<file path="config.mk">
export PLATFORM = sky130hd
export DESIGN_NAME = adc_sync_reader
export DESIGN_NICKNAME = d
export VERILOG_FILES = /design/src/rtl/adc_sync_reader.sv
export SDC_FILE = /design/constraint.sdc
export NUM_CORES = 1
export LEC_CHECK = 0
export BUFFER_PORTS_ARGS = -buffer_cell sky130_fd_sc_hd__buf_2
export CORE_ASPECT_RATIO = 1.25
export CORE_MARGIN = 5
export CORE_UTILIZATION = 45
export DETAILED_ROUTE_END_ITERATION = 8
export SETUP_SLACK_MARGIN = 0.1
export SYNTH_ARGS = -nofsm -noshare
export SYNTH_HDL_FRONTEND = slang
export SYNTH_SLANG_ARGS = --single-unit
</file>
<file path="constraint.sdc">
create_clock -name clk -period 2.87 [get_ports clk]
set_clock_uncertainty 0.05 [all_clocks]
set_input_delay 0.1435 -clock clk [delete_from_list [all_inputs] [get_ports clk]]
set_output_delay 0.1435 -clock clk [all_outputs]
set_load 0.02 [all_outputs]
</file>
<file path="src/rtl/adc_sync_reader.sv">
module adc_sync_reader #(
  parameter int NCH        = 3,
  parameter int WBITS      = 32,
  parameter int MCLK_HALF  = 12,
  parameter int SCLK_MULT  = 4,
  parameter int BOOT_MCLKS = 16,
  parameter int SYNC_MCLKS = 4
) (
  input  logic                 clk,
  input  logic                 rst_n,
  input  logic [NCH-1:0]       drdy_n_i,
  input  logic [NCH-1:0]       dout_i,
  input  logic [NCH-1:0]       ovr_i,
  output logic                 mclk_o,
  output logic                 sync_o,
  output logic                 sclk_o,
  output logic                 din_o,
  output logic [NCH*WBITS-1:0] data_o,
  output logic [NCH-1:0]       ovr_o,
  output logic                 valid_o,
  output logic                 overrun_o
);
  localparam int SCLK_HALF  = SCLK_MULT / 2;
  localparam int DW         = $clog2(MCLK_HALF + 1);
  localparam int PW         = $clog2(SCLK_MULT + 1);
  localparam int BW         = $clog2(WBITS + 1);
  localparam int TMAX       = (BOOT_MCLKS > SYNC_MCLKS) ? BOOT_MCLKS : SYNC_MCLKS;
  localparam int TW         = $clog2(TMAX + 1);
  localparam int XFER_LIMIT = (WBITS + 1) * SCLK_MULT * 2 * MCLK_HALF;
  localparam int XW         = $clog2(XFER_LIMIT + 2);

  typedef enum logic [1:0] {ST_BOOT, ST_SYNC, ST_IDLE, ST_XFER} st_t;

  st_t                       st;
  logic [DW-1:0]             mdiv;
  logic [TW-1:0]             tcnt;
  logic [PW-1:0]             ph;
  logic [BW-1:0]             nbit;
  logic [NCH-1:0]            rdy_m, rdy_s, ovr_m, ovr_s;
  logic                      rdy_prev;
  logic [NCH-1:0][WBITS-1:0] sh;
  logic                      mtick, rdy_fall, rise_ph, last_ph, sample_en;

  assign din_o     = 1'b0;
  assign mtick     = (mdiv == DW'(MCLK_HALF - 1)) && !mclk_o;
  assign rdy_fall  = rdy_prev && !(|rdy_s);
  assign rise_ph   = (ph == PW'(SCLK_HALF - 1));
  assign last_ph   = (ph == PW'(SCLK_MULT - 1));
  assign sample_en = (st == ST_XFER) && mtick && rise_ph;

  always_ff @(posedge clk or negedge rst_n) begin
    if (!rst_n) begin
      mdiv   <= '0;
      mclk_o <= 1'b0;
    end else if (mdiv == DW'(MCLK_HALF - 1)) begin
      mdiv   <= '0;
      mclk_o <= ~mclk_o;
    end else begin
      mdiv <= mdiv + DW'(1);
    end
  end

  always_ff @(posedge clk or negedge rst_n) begin
    if (!rst_n) begin
      rdy_m    <= '1;
      rdy_s    <= '1;
      rdy_prev <= 1'b1;
      ovr_m    <= '0;
      ovr_s    <= '0;
    end else begin
      rdy_m    <= drdy_n_i;
      rdy_s    <= rdy_m;
      rdy_prev <= |rdy_s;
      ovr_m    <= ovr_i;
      ovr_s    <= ovr_m;
    end
  end

  always_ff @(posedge clk or negedge rst_n) begin
    if (!rst_n) begin
      sh <= '0;
    end else if (sample_en) begin
      for (int c = 0; c < NCH; c++) sh[c] <= {sh[c][WBITS-2:0], dout_i[c]};
    end
  end

  always_ff @(posedge clk or negedge rst_n) begin
    if (!rst_n) begin
      st        <= ST_BOOT;
      tcnt      <= '0;
      ph        <= '0;
      nbit      <= '0;
      sync_o    <= 1'b0;
      sclk_o    <= 1'b0;
      valid_o   <= 1'b0;
      overrun_o <= 1'b0;
      data_o    <= '0;
      ovr_o     <= '0;
    end else begin
      valid_o <= 1'b0;
      case (st)
        ST_BOOT: if (mtick) begin
          if (tcnt == TW'(BOOT_MCLKS - 1)) begin
            tcnt   <= '0;
            sync_o <= 1'b1;
            st     <= ST_SYNC;
          end else begin
            tcnt <= tcnt + TW'(1);
          end
        end
        ST_SYNC: if (mtick) begin
          if (tcnt == TW'(SYNC_MCLKS - 1)) begin
            sync_o <= 1'b0;
            st     <= ST_IDLE;
          end else begin
            tcnt <= tcnt + TW'(1);
          end
        end
        ST_IDLE: if (rdy_fall) begin
          ph   <= PW'(SCLK_MULT - 1);
          nbit <= '0;
          st   <= ST_XFER;
        end
        ST_XFER: begin
          if (rdy_fall) overrun_o <= 1'b1;
          if (mtick) begin
            if (last_ph) begin
              ph     <= '0;
              sclk_o <= 1'b0;
              if (nbit == BW'(WBITS)) begin
                st      <= ST_IDLE;
                valid_o <= 1'b1;
                data_o  <= sh;
                ovr_o   <= ovr_s;
              end
            end else if (rise_ph) begin
              ph     <= ph + PW'(1);
              sclk_o <= 1'b1;
              nbit   <= nbit + BW'(1);
            end else begin
              ph <= ph + PW'(1);
            end
          end
        end
        default: st <= ST_BOOT;
      endcase
    end
  end

  logic [XW-1:0] xcnt;
  always_ff @(posedge clk or negedge rst_n) begin
    if (!rst_n)                              xcnt <= '0;
    else if (st != ST_XFER)                  xcnt <= '0;
    else if (xcnt != XW'(XFER_LIMIT + 1))    xcnt <= xcnt + XW'(1);
  end

  p_sync_on_mclk_r2: assert property (@(posedge clk) disable iff (!rst_n)
    $rose(sync_o) |-> $rose(mclk_o));
  p_sync_once_r2: assert property (@(posedge clk) disable iff (!rst_n)
    (st == ST_IDLE || st == ST_XFER) |-> !sync_o);
  p_sclk_rest_r5: assert property (@(posedge clk) disable iff (!rst_n)
    (st != ST_XFER) |-> !sclk_o);
  p_sclk_on_mclk_r5: assert property (@(posedge clk) disable iff (!rst_n)
    !$stable(sclk_o) |-> $rose(mclk_o));
  p_valid_pulse_r8: assert property (@(posedge clk) disable iff (!rst_n)
    valid_o |=> !valid_o);
  p_data_hold_r8: assert property (@(posedge clk) disable iff (!rst_n)
    !valid_o |-> ($stable(data_o) && $stable(ovr_o)));
  p_overrun_sticky_r9: assert property (@(posedge clk) disable iff (!rst_n)
    overrun_o |=> overrun_o);
  p_xfer_bound_r11: assert property (@(posedge clk) disable iff (!rst_n)
    xcnt <= XW'(XFER_LIMIT));
endmodule

</file>
# Word-level counts from Yosys, hierarchy flattened
# Index checks and enable logic that the tools add are counted.
[word_totals] ff_bits=233 input_bits=11 elab_cells=99
[classes] add_sub_neg=4 n_eq_ne=20 n_mux=35 n_bitwise=1 reduce_logical=19
[op_table] op="two-way mux 6 bit" n=4
[op_table] op="two-way mux 5 bit" n=4
[op_table] op="!= test 2 bit, second input constant" n=10
[op_table] op="two-way mux 2 bit" n=8
[op_table] op="one-hot mux 6 bit (2 select lines)" n=1
[op_table] op="two-way mux 1 bit" n=10
[op_table] op="one-hot mux 5 bit (2 select lines)" n=1
[op_table] op="AND reduction 5 bit" n=2
[op_table] op="two-way mux 3 bit" n=3
[op_table] op="one-hot mux 2 bit (4 select lines)" n=1
[op_table] op="AND reduction 4 bit" n=2
[op_table] op="AND reduction 8 bit" n=1
[op_table] op="adder 6 x 1 -> 6 bit, second input constant" n=1
[op_table] op="== test 6 bit, second input constant" n=1
[op_table] op="one-hot mux 3 bit (2 select lines)" n=1
[op_table] op="AND reduction 3 bit" n=2
[op_table] op="nonzero test 2 bit" n=3
[op_table] op="adder 5 x 1 -> 5 bit, second input constant" n=1
[op_table] op="== test 5 x 2 -> 1 bit, second input constant" n=1
[op_table] op="== test 5 x 4 -> 1 bit, second input constant" n=1
[op_table] op="adder 4 x 1 -> 4 bit, second input constant" n=1
[op_table] op="== test 2 bit, second input constant" n=2
[op_table] op="== test 4 bit, second input constant" n=1
[op_table] op="logical AND 1 bit" n=4
[op_table] op="12 further kinds" n=13

# Logic depth before layout (Yosys ltp)
# Gate-level depths: netlist (run 1).
[logic_depth] ltp_word=5 ltp_mapped=8 ltp_nobuf=6

# Least setup slack after synthesis (run 1)
# Ideal clock, no wire load.
[synth_path] kind="reg-to-reg" start="register mclk_o" end="register sh[10] in the netlist's numbering" t_arrival_ns=1.763 required_ns=2.695 path_slack_ns=0.933 stages_incl_launch_ff=6 path_buffers=2 cell_sequence="dfrtp_1 nand4bb_1 nor3_2 buf_4 buf_4 mux2_2"
[synth_between] elab_chain_cells=4
[synth_rtl] item="start: declaration" line_no="14" text="output logic mclk_o,"
[synth_rtl] item="start signal: assignment" line_no="57" text="mclk_o <= ~mclk_o;"
[synth_rtl] item="zero test 1 bit" line_no="45" text="assign mtick = (mdiv == DW'(MCLK_HALF - 1)) && !mclk_o;"
[synth_rtl] item="logical AND 1 bit" line_no="45"
[synth_rtl] item="logical AND 1 bit (2 in series)" line_no="49" text="assign sample_en = (st == ST_XFER) && mtick && rise_ph;"
[synth_rtl] item="end signal: assignment" line_no="81" text="sh <= '0;"
[synth_rtl] item="end: declaration" line_no="41" text="logic [NCH-1:0][WBITS-1:0] sh;"
# Every way passes these cells.
# A chain may end at the register's enable or synchronous reset.

# Worst setup path after layout (run 1)
[layout_path] start="register ph[0]" end="register data_o[59]"
[layout_between] elab_chain_cells=2
[layout_rtl] item="start: declaration" line_no="37" text="logic [PW-1:0] ph;"
[layout_rtl] item="start signal: assignment" line_no="120" text="ph <= PW'(SCLK_MULT - 1);"
[layout_rtl] item="start signal: assignment" line_no="137" text="ph <= ph + PW'(1);"
[layout_rtl] item="start signal: assignment" line_no="141" text="ph <= ph + PW'(1);"
[layout_rtl] item="== test 3 x 2 -> 1 bit" line_no="48" text="assign last_ph = (ph == PW'(SCLK_MULT - 1));"
[layout_rtl] item="AND reduction 4 bit (no source line)"
[layout_rtl] item="end signal: assignment" line_no="133" text="data_o <= sh;"
[layout_rtl] item="end: declaration" line_no="18" text="output logic [NCH*WBITS-1:0] data_o,"
# Every way passes these cells.

==> results.md, run 1 <==
* Switching Share at 0.190
* Final Hold Violating Endpoints at 0
* Gate count of the mapped netlist at 551
* Synthesized area at 9400 um^2
* Slew margin rel. at 0.454
* Hold slack at 0.206 ns
* Hold buffer count at cts at 10
* Routed vias/inst at 4.95
* Crit-path max FO at 42
* IO Count at 116
* CTS Buffer Depth at 3
* Mean routed wirelength per cell at 16.5 um
* Post-synthesis sequential area ratio at 0.621
* Reg2Reg Depth at 6
* Commonest non-fill, non-tap cell in the layout: dfrtp_1
* Clock share of power at 0.499
* Internal at 5.48 mW
* NetSw at 1.28 mW
* ANT cells at 0
* FF+latch area at 5840 um^2
* H-tree lvl count at 1
* Met1 Resource Use GR at 0.188
* Met3 Resource Use GR at 0.0314
* Final Util at 0.538
* FF+latch count, synth at 233
* Detailed Route WL at 16,100 um
* Power Dens Cells at 608 nW/um^2
* Core Rows at 59
* Critical path class: reg -> reg
* P&R area growth vs syn at 18.4%
* Effective utilization at floorplan at 0.455
* Largest family of logic cells by synthesized area: multiplexers
* Logic gate share of total power at 0.013
* Die X at 139 um
* Asr flop ratio synth at 1.00
* GP Congestion at 0.698
* Net Count, Synth at 568
* Setup TNS at 0 ns
* I/O Buffers at 114
* First-pass GRT wire length at 27,600 um
* Clock latency on the worst-skew pair at 0.50 ns
* Clock-pin transition on the worst setup and hold timing paths at 0.06 ns
* Max Fclk at 433 MHz
* Met2 usage at 0.227
* Post-layout min period at 2.31 ns
* Critical path launch point type: flop
* Max-cap violations at 0
* Vias in the first global route at 5,314
* CTS Buf Count at 24
* Slew @ Worst Pin at 0.811 ns
* Largest net degree at the start of global routing at 99
* Setup crit end kind: flop
* Commonest cells after routing, fill and taps aside: dfrtp_1, buf_2, mux2_2
* Die Y at 172 um
* R2R Path Start: ph[0]
* Placed cell areas at 10,200 um^2
* Xor-xnor portion of the synthesized cell area at 0.00280
* Total gr overflow at 0
* Status: complete, no violations
* Gr busiest metal: met2
* Sequential power share at 0.488
* Post-route ant nets at 0
* Req. time, crit path at 3.21 ns
* Avg Cell Area, Syn at 17.1 um^2
* Slew Viols, Final at 0
* Beginning of the critical path: ph[0]
* Post-Synth Adder-Cell Area at 0.00799
* Share of cells above drive strength 1 at 0.540
* Post-Synth Simple-Gate Area at 0.0321
* Router iterations before antenna repair at 4
* FILL cells at 1,705
* Die area at 23,900 um^2
* Initial antenna violation count at 0
* Multiplexer share of the synthesized area at 0.285
* Synth cell types at 46
* Root Driver: clkbuf_16
* Ys flop type: dfrtp_1
* Final Cycle Share at 0.804
* Critical Path AT at 2.64 ns
* RSZ-0062 raised after global routing: false
* Final Instance Area at 11,100 um^2
* Clock tree sinks at 233
* HPWL after detailed placement at 10,400 um
* Number of gates resized after CTS at 0
* # Post-CTS Setup Buffers at 0
* Core area at 20,700 um^2
* Leak Pwr at 6.10 nW
* Warning count from the yosys run at 0
* GR Util All Layers at 0.138
* Compound-cell area share of the yosys netlist at 0.0158
* Vias at 4,834
* CTS tree: yes
* VDD IR-drop max at 0.000427 V
* Drc violations at 0
* Nets at 703
* EDFF count, synth at 0
* Worst Hold Class: in -> async
* Iteration-0 DRC Markers at 198
* Final setup viols at 0
* Multi-input logic area at 3240 um^2
-- sequential cells by signal, indices dropped and copies added, names as in the netlist --
| signal | count |
|---|---|
| ovr_o | 3 |
| overrun_o | 1 |
| st | 2 |
| rdy_m | 3 |
| rdy_prev | 1 |
| data_o | 96 |
| ovr_m | 3 |
| ph | 3 |
| tcnt | 5 |
| sync_o | 1 |
| nbit | 6 |
| sh | 96 |
| ovr_s | 3 |
| mdiv | 4 |
| rdy_s | 3 |
| mclk_o | 1 |
| valid_o | 1 |
| sclk_o | 1 |
-- worst max-delay path, stage by stage, from the launching register on --
cell	delay (ns)
dfrtp_1	0.41
ha_1	0.25
nor2b_1	0.18
nand4_1	0.13
or2_4	0.14
buf_4	0.62
mux2_4	0.36
-- power by group through the flow --
stage               Sequential (mW)  Clock (mW)  Combinational [mW]
finish                         3.30        3.37              0.0907
global route                   3.30        3.60               0.110
CTS                            3.30        3.48              0.0972
detailed placement             3.36           0              0.0864
global placement               3.36           0              0.0835
floorplan                      3.36           0             0.00337
-- synth_stat cells, drive strengths merged, types with 3 or more instances --
master / count / area share
mux2: 202 / 0.28
nor3: 3 / 0.0021
dfstp: 7 / 0.020
nand2: 11 / 0.0047
ha: 6 / 0.0080
and3: 3 / 0.0020
nand2b: 4 / 0.0027
nor2: 9 / 0.0036
buf: 25 / 0.032
or2: 3 / 0.0023
dfrtp: 226 / 0.60
inv: 7 / 0.0028
mux2i: 3 / 0.0032
a21oi: 3 / 0.0016
nor2b: 4 / 0.0027
a221o: 4 / 0.0043
o21ai: 4 / 0.0021
nand3: 3 / 0.0016
-- routing by layer --
metal	wire length, um	vias up
li1	-	2207
met1	7230	2507
met2	7810	100
met3	861	20
met4	223	0
met5	0	-
-- cell families after synthesis --
| family | after synthesis |
|---|---|
| simple gates | 52 |
| compound gates | 19 |
| mux | 205 |
| xor+xnor | 3 |
| flops | 233 |
| fa+ha+maj | 6 |
| other cells | 1 |
| buf+inv | 32 |
-- final timing paths --
kind | endpoint | slack, ns
max in group asynchronous | sh[73] | 1.69
setup reg to reg | data_o[59] | 0.56
hold reg to reg | ovr_s[1] | 0.30
hold / removal | ovr_m[0] | 0.21
setup / recovery | data_o[59] | 0.56
min in group clk | ovr_m[1] | 0.23
-- cell type report --
| class | instances | share of cell area |
|---|---|---|
| well taps | 274 | 0.0308 |
| repair buffers | 134 | 0.0724 |
| clock inverters | 7 | 0.0144 |
| clock buffers | 35 | 0.0641 |
| multi-input cells | 286 | 0.291 |
| inverters | 7 | 0.00236 |
| flip-flops and latches | 233 | 0.525 |
-- through the flow --
stage          instances  total power [mW]  setup slack (ns)
2_1_floorplan        551              3.36             0.933
3_3_place_gp         924              3.44             0.631
3_5_place_dp         924              3.45             0.582
4_1_cts              976              6.88             0.572
5_1_grt              976              7.01             0.486
6_report             976              6.77             0.562
(Power assumes the default switching activity.)
==> run 2, diff against run 1 <==
--- a/config.mk
+++ b/config.mk
@@ -10,6 +10,7 @@
 export CORE_MARGIN = 5
 export CORE_UTILIZATION = 45
 export DETAILED_ROUTE_END_ITERATION = 8
+export PLACE_DENSITY = 0.67
 export SETUP_SLACK_MARGIN = 0.1
 export SYNTH_ARGS = -nofsm -noshare
 export SYNTH_HDL_FRONTEND = slang
==> constraint.sdc (replaced) <==
create_clock -name clk -period 2 [get_ports clk]
set_clock_uncertainty 0.05 [all_clocks]
set_input_delay 0.1 -clock clk [delete_from_list [all_inputs] [get_ports clk]]
set_output_delay 0.1 -clock clk [all_outputs]
set_load 0.02 [all_outputs]
==> results.md, run 2 (same netlist as run 1, synthesis figures left out) <==
* Clock latency on the worst-skew pair at 0.50 ns (about the same)
* Final Instance Area at 11,400 um^2 (+2.8%)
* Crit-path cells: ha_4 > and4bb_4 > nand2_2 > or2_4 > buf_12 > mux2_4
* HPWL after detailed placement at 11,300 um (+8.4%)
* Beginning of the critical path: mdiv[1]
* GP Congestion at 0.785 (+12%)
* Mean routed wirelength per cell at 17.0 um (+3.2%)
* CTS Buf Count at 24 (unchanged)
* VDD IR-drop max at 0.000606 V (+42%)
* RSZ-0062 raised after global routing: true
* Commonest non-fill, non-tap cell in the layout: dfrtp_1
* Cells after DPL at 942 (+1.9%)
* Nets at 729 (+3.7%)
* Initial antenna violation count at 0 (unchanged)
* Clock-pin transition on the worst setup and hold timing paths at 0.06 ns (about the same)
* CP delay by family, top: simple AND/OR/NAND/NOR gates
* FILL cells at 1,694 (-0.65%)
* R2R Path Start: mdiv[1]
* Router iterations before antenna repair at 4 (unchanged)
* Setup TNS at 0 ns (unchanged)
* CP max-delay cell: dfrtp_1
* Max Fclk at 521 MHz (+20%)
* Hold slack at 0.0803 ns (-0.125 ns)
* Routed vias/inst at 4.98 (+0.57%)
* Clock tree sinks at 233 (unchanged)
* Power Dens Cells at 811 nW/um^2 (+33%)
* Total gr overflow at 0 (unchanged)
* Final Hold Violating Endpoints at 0 (unchanged)
* Die X at 139 um (unchanged)
* Post-layout min period at 1.92 ns (-0.391 ns)
* Final Cycle Share at 0.959 (+0.155)
* Leak Pwr at 6.25 nW (+2.5%)
* Slew margin rel. at 0.665 (+0.211)
* Worst R2R Setup Slack at 0.08 ns (-0.48 ns)
* Commonest cells after routing, fill and taps aside: dfrtp_1, buf_2, mux2_2
* Effective utilization at floorplan at 0.455 (unchanged)
* Worst Hold Class: in -> async
* Final Util at 0.553 (+0.0151)
* CP max stage delay at 0.40 ns (-0.22 ns)
* ANT cells at 0 (unchanged)
* Reg2Reg Depth at 6 (unchanged)
* CP bufs+invs at 1 (unchanged)
* P&R area growth vs syn at 21.7%
* IO Count at 116 (unchanged)
* I/O Buffers at 114 (unchanged)
* Vias at 4,991 (+3.2%)
* Reg2Reg Capture Point: data_o[36]
* Critical path class: reg -> reg
* Die Y at 172 um (unchanged)
* Final std cells w/o fill at 1,002 (+2.7%)
* Share of cells above drive strength 1 at 0.573 (+0.0329)
* Post-route ant nets at 0 (unchanged)
* First-pass GRT wire length at 28,800 um (+4.2%)
* Final setup viols at 0 (unchanged)
* Critical Path AT at 2.24 ns (-0.40 ns)
* Slew @ Worst Pin at 0.502 ns (-0.309 ns)
* Setup crit end kind: flop
* Drc violations at 0 (unchanged)
* Largest net degree at the start of global routing at 63 (-36%)
* Critical path launch point type: flop
* Iteration-0 DRC Markers at 234 (+18%)
* Biggest regs: data_o: 96 flops, sh: 96 flops, nbit: 6 flops
* Core Rows at 59 (unchanged)
* Core area at 20,700 um^2 (unchanged)
* CTS Buffer Depth at 3 (unchanged)
* Vias in the first global route at 5,448 (+2.5%)
* Slew Viols, Final at 0 (unchanged)
* Crit-path max FO at 20 (-52%)
* Detailed Route WL at 17,100 um (+5.9%)
* Max-cap violations at 0 (unchanged)
* Root Driver: clkbuf_16
* H-tree lvl count at 1 (unchanged)
* GR Util All Layers at 0.144 (+0.00616)
* Placed cell areas at 10,400 um^2 (+2.4%)
* CTS tree: yes
* Die area at 23,900 um^2 (unchanged)
* Req. time, crit path at 2.33 ns (-0.88 ns)
* Status: complete, no violations
==> run 2: cell count changes in the layout (fill, tap and decap cells not counted), moves of 3 or more <==
cell and delta:
clkbuf_1 -3, ha_1 -3, buf_4 +13, bufinv_16 -4
buf_12 +10, clkinv_2 +4
==> run 2: metal layers <==
| layer | up-vias | global-route usage | wire length (um) |
|---|---|---|---|
| met4 | 0 | 0.0362 | 287 |
| met5 | - | 0 | 0 |
| li1 | 2268 | - | - |
| met1 | 2570 | 0.187 | 7330 |
| met2 | 121 | 0.249 | 8480 |
| met3 | 32 | 0.0303 | 973 |
==> run 2: power breakdown <==
group	switching (mW)	internal (mW)
Clock	1.77	2.63
Sequential	0.00388	4.73
Combinational	0.0992	0.0406
==> run 2: worst reg2reg max path, cell delays in order, from the launching register on <==
cell and delay (ns):
dfrtp_1 0.40, ha_4 0.16, and4bb_4 0.26, nand2_2 0.06
or2_4 0.34, buf_12 0.20, mux2_4 0.32
==> run 2: stage by stage <==
| step | power [mW] | worst slack, ns |
|---|---|---|
| 4_1_cts | 9.44 | 0.0807 |
| 5_1_grt | 9.62 | 0.0205 |
| 3_3_place_gp | 4.95 | 0.0795 |
| 3_5_place_dp | 4.95 | -0.00922 |
| 2_1_floorplan | 4.83 | 0.105 |
| 6_report | 9.27 | 0.0824 |
==> run 2: how the worst max path moves through the flow <==
stage	end	slack, ns	cells past startpoint
2_1_floorplan	data_o[73]	0.11	7
3_3_place_gp	data_o[26]	0.08	6
3_5_place_dp	nbit[2]	-0.009	5
4_1_cts	sh[1]	0.08	6
5_1_grt	data_o[36]	0.02	6
6_report	data_o[36]	0.08	6
==> run 2: area by class of cell <==
| class | count | area (um^2) | area share |
|---|---|---|---|
| Clock buffer | 33 | 716 | 0.0626 |
| Clock inverter | 9 | 77.6 | 0.00678 |
| Inverter | 7 | 26.3 | 0.00230 |
| Multi-Input combinational cell | 286 | 3280 | 0.287 |
| Sequential cell | 233 | 5840 | 0.511 |
| Tap cell | 274 | 343 | 0.0300 |
| Timing Repair Buffer | 160 | 1150 | 0.101 |
==> run 2: repair_timing <==
item                                   4_1_cts  5_1_grt
hold buffers                                10        0
setup endpoints to repair                  199      178
endpoints found under the hold margin      235        0
pin swaps                                    7        2
resized for setup                            6        9
setup buffers                                5        2
cloned                                       1        0
==> run 3, diff against run 2 <==
==> constraint.sdc (replaced) <==
create_clock -name clk -period 2 [get_ports clk]
set_clock_uncertainty 0.05 [all_clocks]
set_input_delay 0 -clock clk [delete_from_list [all_inputs] [get_ports clk]]
set_output_delay 0 -clock clk [all_outputs]
set_load 0.02 [all_outputs]
==> results.md, run 3 (same netlist as run 1, synthesis figures left out) <==
* Final Cycle Share at 0.976 (+0.0177)
* Setup TNS at 0 ns (unchanged)
* CP max stage delay at 0.40 ns (about the same)
* Total gr overflow at 0 (unchanged)
* Effective utilization at floorplan at 0.455 (unchanged)
* Max-cap violations at 0 (unchanged)
* Final setup viols at 0 (unchanged)
* Max Fclk at 512 MHz (-1.8%)
* IO Count at 116 (unchanged)
* Slew Viols, Final at 0 (unchanged)
* First-pass GRT wire length at 29,200 um (+1.4%)
* Critical path launch point type: flop
* Router iterations before antenna repair at 4 (unchanged)
* Reg2Reg Depth at 6 (unchanged)
* Initial antenna violation count at 0 (unchanged)
* Logic gate share of total power at 0.015 (about the same)
* Vias in the first global route at 5,538 (+1.7%)
* Die X at 139 um (unchanged)
* Internal at 7.58 mW (+2.4%)
* H-tree lvl count at 1 (unchanged)
* VDD IR-drop max at 0.000663 V (+9.4%)
* Post-route ant nets at 0 (unchanged)
* GP Congestion at 0.756 (-3.7%)
* Commonest non-fill, non-tap cell in the layout: dfrtp_1
* Setup crit end kind: flop
* CTS Buffer Depth at 3 (unchanged)
* Sequential power share at 0.500 (-0.011)
* Critical Path AT at 2.28 ns (+0.04 ns)
* Commonest cells after routing, fill and taps aside: dfrtp_1, buf_2, mux2_2
* Clock latency on the worst-skew pair at 0.50 ns (about the same)
* Clock share of power at 0.486 (+0.012)
* Iteration-0 DRC Markers at 159 (-32%)
* Post-layout min period at 1.95 ns (+0.0353 ns)
* CP max-delay cell: dfrtp_1
* Detailed Route WL at 18,200 um (+6.8%)
* CP delay by family, top: simple AND/OR/NAND/NOR gates
* Die Y at 172 um (unchanged)
* Crit-path max FO at 8 (-60%)
* ANT cells at 0 (unchanged)
* Worst R2R Setup Slack at 0.05 ns (-0.04 ns)
* Leak Pwr at 6.46 nW (+3.4%)
* Cell depth of the worst setup path at 6 (unchanged)
* R2R Path Start: mdiv[1]
* Beginning of the critical path: mdiv[1]
* Core Rows at 59 (unchanged)
* Routed vias/inst at 4.92 (-1.3%)
* Status: complete, no violations
* I/O Buffers at 114 (unchanged)
* Switching Share at 0.200 (-0.00178)
* NetSw at 1.90 mW (+1.3%)
* Vias at 5,058 (+1.3%)
* Share of cells above drive strength 1 at 0.585 (+0.0126)
* Drc violations at 0 (unchanged)
* CTS tree: yes
* Nets at 754 (+3.4%)
* Final Instance Area at 11,800 um^2 (+3.5%)
* Reg2Reg Capture Point: data_o[62]
* Power Dens Cells at 801 nW/um^2 (-1.2%)
* Clock-pin transition on the worst setup and hold timing paths at 0.06 ns (about the same)
* P&R area growth vs syn at 25.9%
* Root Driver: clkbuf_16
* Biggest regs: data_o: 96 flops, sh: 96 flops, nbit: 6 flops
* Clock tree sinks at 233 (unchanged)
* Crit-path cells: ha_4 > and4bb_4 > nand2_4 > or2_4 > clkbuf_16 > mux2_4
* Largest net degree at the start of global routing at 76 (+21%)
* CTS Buf Count at 24 (unchanged)
* CP bufs+invs at 1 (unchanged)
* RSZ-0062 raised after global routing: true
* Final Hold Violating Endpoints at 0 (unchanged)
* Die area at 23,900 um^2 (unchanged)
* Critical path destination: data_o[62]
* Critical path class: reg -> reg
* Req. time, crit path at 2.33 ns (about the same)
* Mean routed wirelength per cell at 17.7 um (+4.0%)
* Core area at 20,700 um^2 (unchanged)
* Worst Hold Class: in -> reg
* GR Util All Layers at 0.146 (+0.00244)
* HPWL after detailed placement at 11,200 um (-0.94%)
* Placed cell areas at 10,400 um^2 (+0.17%)
## run 3: cell count changes in the layout (fill, tap and decap cells not counted), sizes merged
cell / delta
buf: +14
clkbuf: +8
or2: +3
clkinvlp: +2
bufinv: +1
clkinv: -1
dlygate4sd3: +1
inv: -1
## run 3: worst min-delay path by stage
stage                start   endpoint  slack, ns  depth (start not counted)
2_1_floorplan        rst_n  data_o[0]      -0.35                          0
3_3_place_gp         rst_n  data_o[7]      -0.09                          1
3_5_place_dp         rst_n  data_o[7]      -0.09                          1
4_1_cts        drdy_n_i[2]   rdy_m[2]       0.06                          2
5_1_grt           ovr_i[2]   ovr_m[2]       0.06                          2
6_report          ovr_i[2]   ovr_m[2]       0.09                          2
## run 3: area by class of cell
| cell class | instances | area [um^2] |
|---|---|---|
| multi-input cells | 289 | 3320 |
| clock inverters | 10 | 116 |
| inverters | 7 | 26.3 |
| well taps | 274 | 343 |
| clock buffers | 34 | 729 |
| flip-flops and latches | 233 | 5840 |
| repair buffers | 182 | 1460 |
| fillers | 1606 | 8830 |
## run 3: metrics by stage
| stage | utilization | setup WS (ns) | cells | power, mW | hold slack, ns |
|---|---|---|---|---|---|
| after global placement | 0.504 | 0.0559 | 941 | 4.94 | -0.0944 |
| after global routing | 0.573 | 0.00969 | 1029 | 9.85 | 0.0647 |
| after detailed placement | 0.504 | 0.0138 | 941 | 4.95 | -0.0856 |
| after floorplan | - | 0.105 | 551 | 4.83 | -0.346 |
| final | 0.573 | 0.0470 | 1029 | 9.48 | 0.0922 |
| after CTS | 0.558 | 0.0404 | 1011 | 9.63 | 0.0627 |
## run 3: layer usage
metal | track usage | share of wire | vias to the layer above | routed length [um]
li1 | - | - | 2325 | -
met1 | 0.192 | 0.44 | 2600 | 7990
met2 | 0.248 | 0.50 | 110 | 9070
met3 | 0.0320 | 0.048 | 23 | 884
met4 | 0.0417 | 0.017 | 0 | 304
met5 | 0 | 0 | - | 0
## run 3: what timing repair did
item / 4_1_cts / 5_1_grt
resized for setup: 7 / 6
buffers inserted: 12 / 8
hold buffers: 12 / 0
pin swaps: 11 / 9
cloned: 2 / 12
hold endpoints to repair: 242 / 0
endpoints found under the setup margin: 169 / 183
## run 3: worst reg2reg max path: cells and delay by family (launching register included)
family,cells,cell delay [ns]
AND/OR/NAND/NOR,3,0.70
flip-flops,1,0.40
multiplexers,1,0.29
adder cells (fa/ha/maj),1,0.18
buffers and inverters,1,0.21
## run 3: power groups by stage
stage	clock, mW	sequential (mW)	combinational [mW]
3_5_place_dp	0	4.82	0.125
2_1_floorplan	0	4.82	0.00483
4_1_cts	4.74	4.74	0.150
3_3_place_gp	0	4.82	0.119
5_1_grt	4.95	4.73	0.166
6_report	4.60	4.74	0.140
